--- src/rtl/adc_fmt_pkg.sv ---
package adc_fmt_pkg;
  typedef enum logic [1:0] {
    MODE_OFF  = 2'b00,
    MODE_CNT  = 2'b01,
    MODE_PASS = 2'b10,
    MODE_RSV  = 2'b11
  } fmt_mode_e;
endpackage

--- src/rtl/adc_test_cnt.sv ---
module adc_test_cnt #(
  parameter int CNT_W = 16
) (
  input  logic             clk_i,
  input  logic             rst_ni,
  input  logic             adv_i,
  output logic [CNT_W-1:0] cnt_o
);
  localparam logic [CNT_W-1:0] CNT_MAX = '1;

  always_ff @(posedge clk_i or negedge rst_ni) begin
    if (!rst_ni)    cnt_o <= '0;
    else if (adv_i) cnt_o <= cnt_o + 1'b1;
  end

  assert_cnt_step_R3: assert property (@(posedge clk_i) disable iff (!rst_ni)
    adv_i && (cnt_o != CNT_MAX) |=> cnt_o == $past(cnt_o) + 1'b1);
  assert_cnt_wrap_R3: assert property (@(posedge clk_i) disable iff (!rst_ni)
    adv_i && (cnt_o == CNT_MAX) |=> cnt_o == '0);
  assert_cnt_idle_R3: assert property (@(posedge clk_i) disable iff (!rst_ni)
    !adv_i |=> $stable(cnt_o));
endmodule

--- src/rtl/adc_decim.sv ---
module adc_decim #(
  parameter int DEC_W = 4
) (
  input  logic             clk_i,
  input  logic             rst_ni,
  input  logic             restart_i,
  input  logic [DEC_W-1:0] factor_i,
  input  logic             qual_i,
  output logic             keep_o
);
  logic [DEC_W-1:0] ph_q, ph_eff, ph_inc, ph_d;
  logic             pass_all;

  // a restart acts as if the phase were already zero this cycle
  assign ph_eff   = restart_i ? '0 : ph_q;
  assign ph_inc   = ph_eff + 1'b1;
  assign pass_all = (factor_i <= DEC_W'(1));
  assign keep_o   = qual_i && (ph_eff == '0);

  always_comb begin
    ph_d = ph_eff;
    if (qual_i) begin
      if (pass_all || (ph_inc == factor_i)) ph_d = '0;
      else                                  ph_d = ph_inc;
    end
  end

  always_ff @(posedge clk_i or negedge rst_ni) begin
    if (!rst_ni) ph_q <= '0;
    else         ph_q <= ph_d;
  end

  assert_restart_keeps_R7: assert property (@(posedge clk_i) disable iff (!rst_ni)
    restart_i && qual_i |-> keep_o);
  assert_phase_bound_R6: assert property (@(posedge clk_i) disable iff (!rst_ni)
    !restart_i && (factor_i > DEC_W'(1)) |-> ph_q < factor_i);
  assert_pass_all_R5: assert property (@(posedge clk_i) disable iff (!rst_ni)
    !restart_i && pass_all && qual_i |-> keep_o);
endmodule

--- src/rtl/adc_chan_fmt.sv ---
module adc_chan_fmt
  import adc_fmt_pkg::*;
#(
  parameter int SMP_W = 14,
  parameter int OUT_W = 16,
  parameter int DEC_W = 4
) (
  input  logic             clk_i,
  input  logic             rst_ni,
  input  logic [SMP_W-1:0] smp_i,
  input  logic             smp_vld_i,
  input  logic             cnt_tick_i,
  input  logic [1:0]       mode_i,
  input  logic [DEC_W-1:0] decim_i,
  output logic [OUT_W-1:0] word_o,
  output logic             word_vld_o
);
  localparam int EXT_W = OUT_W - SMP_W;

  fmt_mode_e        mode;
  fmt_mode_e        mode_q;
  logic [DEC_W-1:0] decim_q;
  logic             cfg_chg;
  logic             qual;
  logic             keep;
  logic [OUT_W-1:0] cnt;
  logic [OUT_W-1:0] sext;
  logic [OUT_W-1:0] word_d;

  assign mode = fmt_mode_e'(mode_i);

  always_ff @(posedge clk_i or negedge rst_ni) begin
    if (!rst_ni) begin
      mode_q  <= MODE_OFF;
      decim_q <= '0;
    end else begin
      mode_q  <= mode;
      decim_q <= decim_i;
    end
  end

  assign cfg_chg = (mode != mode_q) || (decim_i != decim_q);

  always_comb begin
    unique case (mode)
      MODE_CNT:  qual = cnt_tick_i;
      MODE_PASS: qual = smp_vld_i;
      default:   qual = 1'b0;
    endcase
  end

  adc_test_cnt #(.CNT_W(OUT_W)) i_test_cnt (
    .clk_i  (clk_i),
    .rst_ni (rst_ni),
    .adv_i  (cnt_tick_i),
    .cnt_o  (cnt)
  );

  adc_decim #(.DEC_W(DEC_W)) i_decim (
    .clk_i     (clk_i),
    .rst_ni    (rst_ni),
    .restart_i (cfg_chg),
    .factor_i  (decim_i),
    .qual_i    (qual),
    .keep_o    (keep)
  );

  generate
    if (EXT_W > 0) begin : g_ext
      assign sext = {{EXT_W{smp_i[SMP_W-1]}}, smp_i};
    end else begin : g_trunc
      assign sext = smp_i[OUT_W-1:0];
    end
  endgenerate

  assign word_d = (mode == MODE_CNT) ? cnt : sext;

  always_ff @(posedge clk_i or negedge rst_ni) begin
    if (!rst_ni) begin
      word_o     <= '0;
      word_vld_o <= 1'b0;
    end else begin
      word_vld_o <= keep;
      if (keep) word_o <= word_d;
    end
  end

  assert_off_quiet_R1: assert property (@(posedge clk_i) disable iff (!rst_ni)
    (mode_i == 2'b00) |=> !word_vld_o);
  assert_rsv_quiet_R2: assert property (@(posedge clk_i) disable iff (!rst_ni)
    (mode_i == 2'b11) |=> !word_vld_o);
  assert_sign_ext_R4: assert property (@(posedge clk_i) disable iff (!rst_ni)
    keep && (mode_i == 2'b10) |=> word_o[OUT_W-1:SMP_W-1] == {(EXT_W+1){word_o[SMP_W-1]}});
  assert_cnt_word_R3: assert property (@(posedge clk_i) disable iff (!rst_ni)
    keep && (mode_i == 2'b01) |=> word_o == $past(cnt));
  assert_hold_R8: assert property (@(posedge clk_i) disable iff (!rst_ni)
    !keep |=> !word_vld_o && $stable(word_o));
endmodule

--- config.mk ---
export PLATFORM = sky130hd
export DESIGN_NAME = adc_chan_fmt
export DESIGN_NICKNAME = d
export VERILOG_FILES = /design/src/rtl/adc_fmt_pkg.sv /design/src/rtl/adc_test_cnt.sv /design/src/rtl/adc_decim.sv /design/src/rtl/adc_chan_fmt.sv
export SDC_FILE = /design/constraint.sdc
export NUM_CORES = 1
export LEC_CHECK = 0
export CAP_MARGIN = 5
export CORE_MARGIN = 3
export CORE_UTILIZATION = 27
export CTS_CLUSTER_DIAMETER = 60
export DETAILED_ROUTE_END_ITERATION = 8
export GPL_ROUTABILITY_DRIVEN = 0
export PLACE_DENSITY = 0.52
export SLEW_MARGIN = 30
export SYNTH_ARGS = -nofsm -noshare
export SYNTH_HDL_FRONTEND = slang
export SYNTH_HIERARCHICAL = 1
export SYNTH_SLANG_ARGS = --single-unit
--- constraint.sdc ---
create_clock -name clk_i -period 2.8 [get_ports clk_i]
set_clock_uncertainty 0.15 [all_clocks]
set_input_delay 0.42 -clock clk_i [delete_from_list [all_inputs] [get_ports clk_i]]
set_output_delay 0.42 -clock clk_i [all_outputs]
set_load 0.02 [all_outputs]
==> flow_summary_export.csv <==
group,metric,value,unit
setup_path,worst_setup_path_end_kind,"flop",
clocking,htree_levels,2,
route,routed_wl,4350,um
floorplan,die_area,8880,um^2
timing,rsz0062_at_grt,"false",
floorplan,start_util,0.284,
synthesis,synthDistinctLibCells,37,
timing,timing_hold_violations_final,0,
pwr,total_power,1810,uW
route,num_vias,1490,
worst_hold_path,min_from,"i_test_cnt/cnt_o[15]$_DFFE_PN0P_",
clocking,clk_pin_slew_worst_paths,0.08,ns
pwr,ir_drop,0.285,mV
synthesis,synth_edf_count,0,
floorplan,die_h,94.3,um
clocking,cts_buffer_depth,2,
timing,worst-slew-pin-transition,0.558,ns
run_status,status,"finished, final reports clean",
final_layout,syn_to_final_growth,30.2,%
synthesis,synth_adder_area_share,0.0238,
timing,hold_slack,0.330,ns
pwr,p_leak,0.00115,uW
global_routing,grt_overflow_total,0,
synthesis,synth_seq_cells,43,
floorplan,die_w,94.3,um
route,ant_nets,0,
setup_path,crit_type,"in2reg",
timing,fmax,384,MHz
synthesis,synth_xor_xnor_area_share,0.104,
synthesis,synth_top_family_by_area,"simple AND/OR/NAND/NOR gates",
run,drv_cap,0,
global_routing,antenna_found_initial,0,
synthesis,yosysSeqAreaShare,0.512,
worst_hold_path,holdPathEnd,"i_test_cnt/cnt_o[15]$_DFFE_PN0P_",
timing,slew_viol_final,0,
clocking,cts_tree,"yes",
setup_path,cpMaxStageDelayCell,"clkdlybuf4s50_1",
clocking,cts.sinks,43,
route,drc_errors,0,
synthesis,mappedNetlistArea,2100,um^2
clocking,post_cts_buffers,0,
timing,slew_headroom,0.628,
final_layout,n_antenna_cell,0,
setup_path,crit_top_cell,"nand3_1",
floorplan,io_pins,41,
timing,period_needed,2.60,ns
floorplan,num_rows,31,
synthesis,synth_nets,216,
synthesis,synth_compound_area_frac,0.0892,
clocking,clock_latency,0.29,ns
setup_path,startpoint_type,"input port",
floorplan,core_area,7410,um^2
setup_path,worst_ep_required_time,2.83,ns
placed_design,place.port_buffers,40,
global_routing,track_usage,0.108,
placed_design,dpl.hpwl,3080,um
setup_path,path_cells,"clkdlybuf4s50_1, xor2_1, nor4_1, nand3_1, nand2b_1, o311ai_2, nand3_1, a32o_1",
setup_path,rr_startpoint,"decim_q[3]$_DFF_PN0_",
final_layout,post-route-util,0.370,
final_layout,finalNetCount,266,
setup_path,r2r_slack,0.38,ns
route,dr.first_iter.drc_count,36,
synthesis,synthArstFlopShare,1.00,
timing,setup_violations,0,
setup_path,worstPathArrival,2.63,ns
worst_hold_path,holdPathStages,1,
synthesis,synthSimpleGateAreaFrac,0.147,
route,first_pass_iters,4,
global_routing,grt_pass1_vias,1561,
synthesis,synth-main-ff-cell,"dfrtp_1",
clocking,cts_buffers,5,
setup_path,critPathMaxStageDelay,0.44,ns
final_layout,drive_gt1_frac,0.0966,
clocking,clockRootBuffer,"clkbuf_8",
pwr,power_density,662,nW/um^2
setup_path,ff2ff_path_depth,7,
synthesis,ys_warn_count,6,
setup_path,timing.rr.end,"i_decim/ph_q[0]$_DFF_PN0_",
global_routing,grt_max_degree,44,
synthesis,syn_avg_cell_area,11.2,um^2
synthesis,syn_inst,188,
timing,period_share,0.930,
synthesis,muxShareOfSynthArea,0.0833,
route,via_per_inst,4.42,
global_routing,grt_pass1_wl,7500,um
worst_hold_path,hp-class,"reg2reg",
route,wire_per_inst,12.9,um
setup_path,worstPathMaxFanout,9,
registers in the layout (all words and copies together), names as in the netlist:
register,flops
decim_q,4
i_decim/ph_q,4
i_test_cnt/cnt_o,16
mode_q,2
word_o,16
word_vld_o,1
repair_timing:
action                    4_1_cts  5_1_grt
resized for setup               0        0
hold endpoints to repair       43        0
hold buffers                    1        0
power breakdown:
part	internal (uW)	leakage (uW)	switching [uW]
registers	741	0.000524	120
clock network	262	0.0000513	204
logic	250	0.000577	237
area by class of cell:
class | count | area (um^2)
flip-flops and latches | 43 | 1080
inverters | 3 | 11.3
well taps | 99 | 124
fillers | 766 | 4670
clock inverters | 1 | 30.0
repair buffers | 51 | 483
multi-input cells | 134 | 941
clock buffers | 6 | 72.6
kinds of logic (layout without fill, tap and decap cells):
logic type                 count (synthesis)  after routing
and+or+nand+nor                           59             59
DFF                                       43             43
AOI/OAI and AO/OA                         29             29
xor gates and xnor gates                  25             25
muxes                                     17             17
buffers and inverters                     11             61
adders and majority gates                  4              4
placed cells by master (no fill, tap or decap), types with 2 or more instances in the layout:
| master | synthesis | layout |
|---|---|---|
| a21oi_1 | 18 | 18 |
| a32o_1 | 2 | 2 |
| buf_4 | 1 | 11 |
| clkbuf_8 | 0 | 5 |
| clkdlybuf4s50_1 | 0 | 39 |
| dfrtp_1 | 43 | 43 |
| ha_1 | 4 | 4 |
| inv_1 | 3 | 3 |
| mux2i_1 | 15 | 15 |
| nand2_1 | 7 | 7 |
| nand3_1 | 8 | 8 |
| nand4_1 | 3 | 3 |
| nor2_1 | 26 | 26 |
| nor2b_1 | 4 | 4 |
| nor3_2 | 2 | 2 |
| nor4_1 | 3 | 3 |
| xnor2_1 | 13 | 13 |
| xor2_1 | 12 | 12 |
synth_stat cells, types with 2 or more instances:
cell	instances	area, um^2
buf_2	2	10.0
ha_1	4	50.1
buf_6	3	33.8
nand4_1	3	18.8
nor2b_1	4	25.0
xnor2_1	13	114
nand3_1	8	40.0
nor2_1	26	97.6
inv_1	3	11.3
xor2_1	12	105
nor3_2	2	20.0
mux2i_1	15	150
a32o_1	2	20.0
nand2_1	7	26.3
a21oi_1	18	90.1
nor4_1	3	18.8
dfrtp_1	43	1080
metal layers:
metal,global-route usage,wire length (um),up-vias
met5,0,0,-
li1,-,-,747
met1,0.148,2130,700
met2,0.168,1990,36
met4,0.0325,52,0
met3,0.0280,182,7
critical path: cells and delay by family:
| kind | cells | cell delay, ns |
|---|---|---|
| and+or+nand+nor | 4 | 1.04 |
| buffers and inverters | 1 | 0.44 |
| xor gates and xnor gates | 1 | 0.15 |
| AOI/OAI and AO/OA | 2 | 0.58 |
stage by stage:
| step | area [um^2] | worst slack, ns | instances | TNS [ns] |
|---|---|---|---|---|
| final | 2740 | 0.196 | 337 | 0 |
| after global routing | 2740 | 0.0384 | 337 | 0 |
| after CTS | 2740 | 0.200 | 337 | 0 |
| after detailed placement | 2630 | -0.0943 | 329 | -0.197 |
| after global placement | 2620 | -0.0262 | 329 | -0.0438 |
| after floorplan | 2100 | 0.659 | 188 | 0 |
worst max path at each step:
stage,startpoint,cells after the start,slack (ns),to
4_1_cts,decim_i[3],8,0.20,i_decim/ph_q[0]$_DFF_PN0_
2_1_floorplan,decim_i[3],9,0.66,i_decim/ph_q[0]$_DFF_PN0_
6_report,decim_i[3],8,0.20,i_decim/ph_q[0]$_DFF_PN0_
5_1_grt,decim_i[3],8,0.04,i_decim/ph_q[1]$_DFF_PN0_
3_3_place_gp,decim_i[3],8,-0.03,i_decim/ph_q[0]$_DFF_PN0_
3_5_place_dp,decim_i[3],8,-0.09,i_decim/ph_q[0]$_DFF_PN0_
Note: power is estimated with default switching activity, not from simulation.
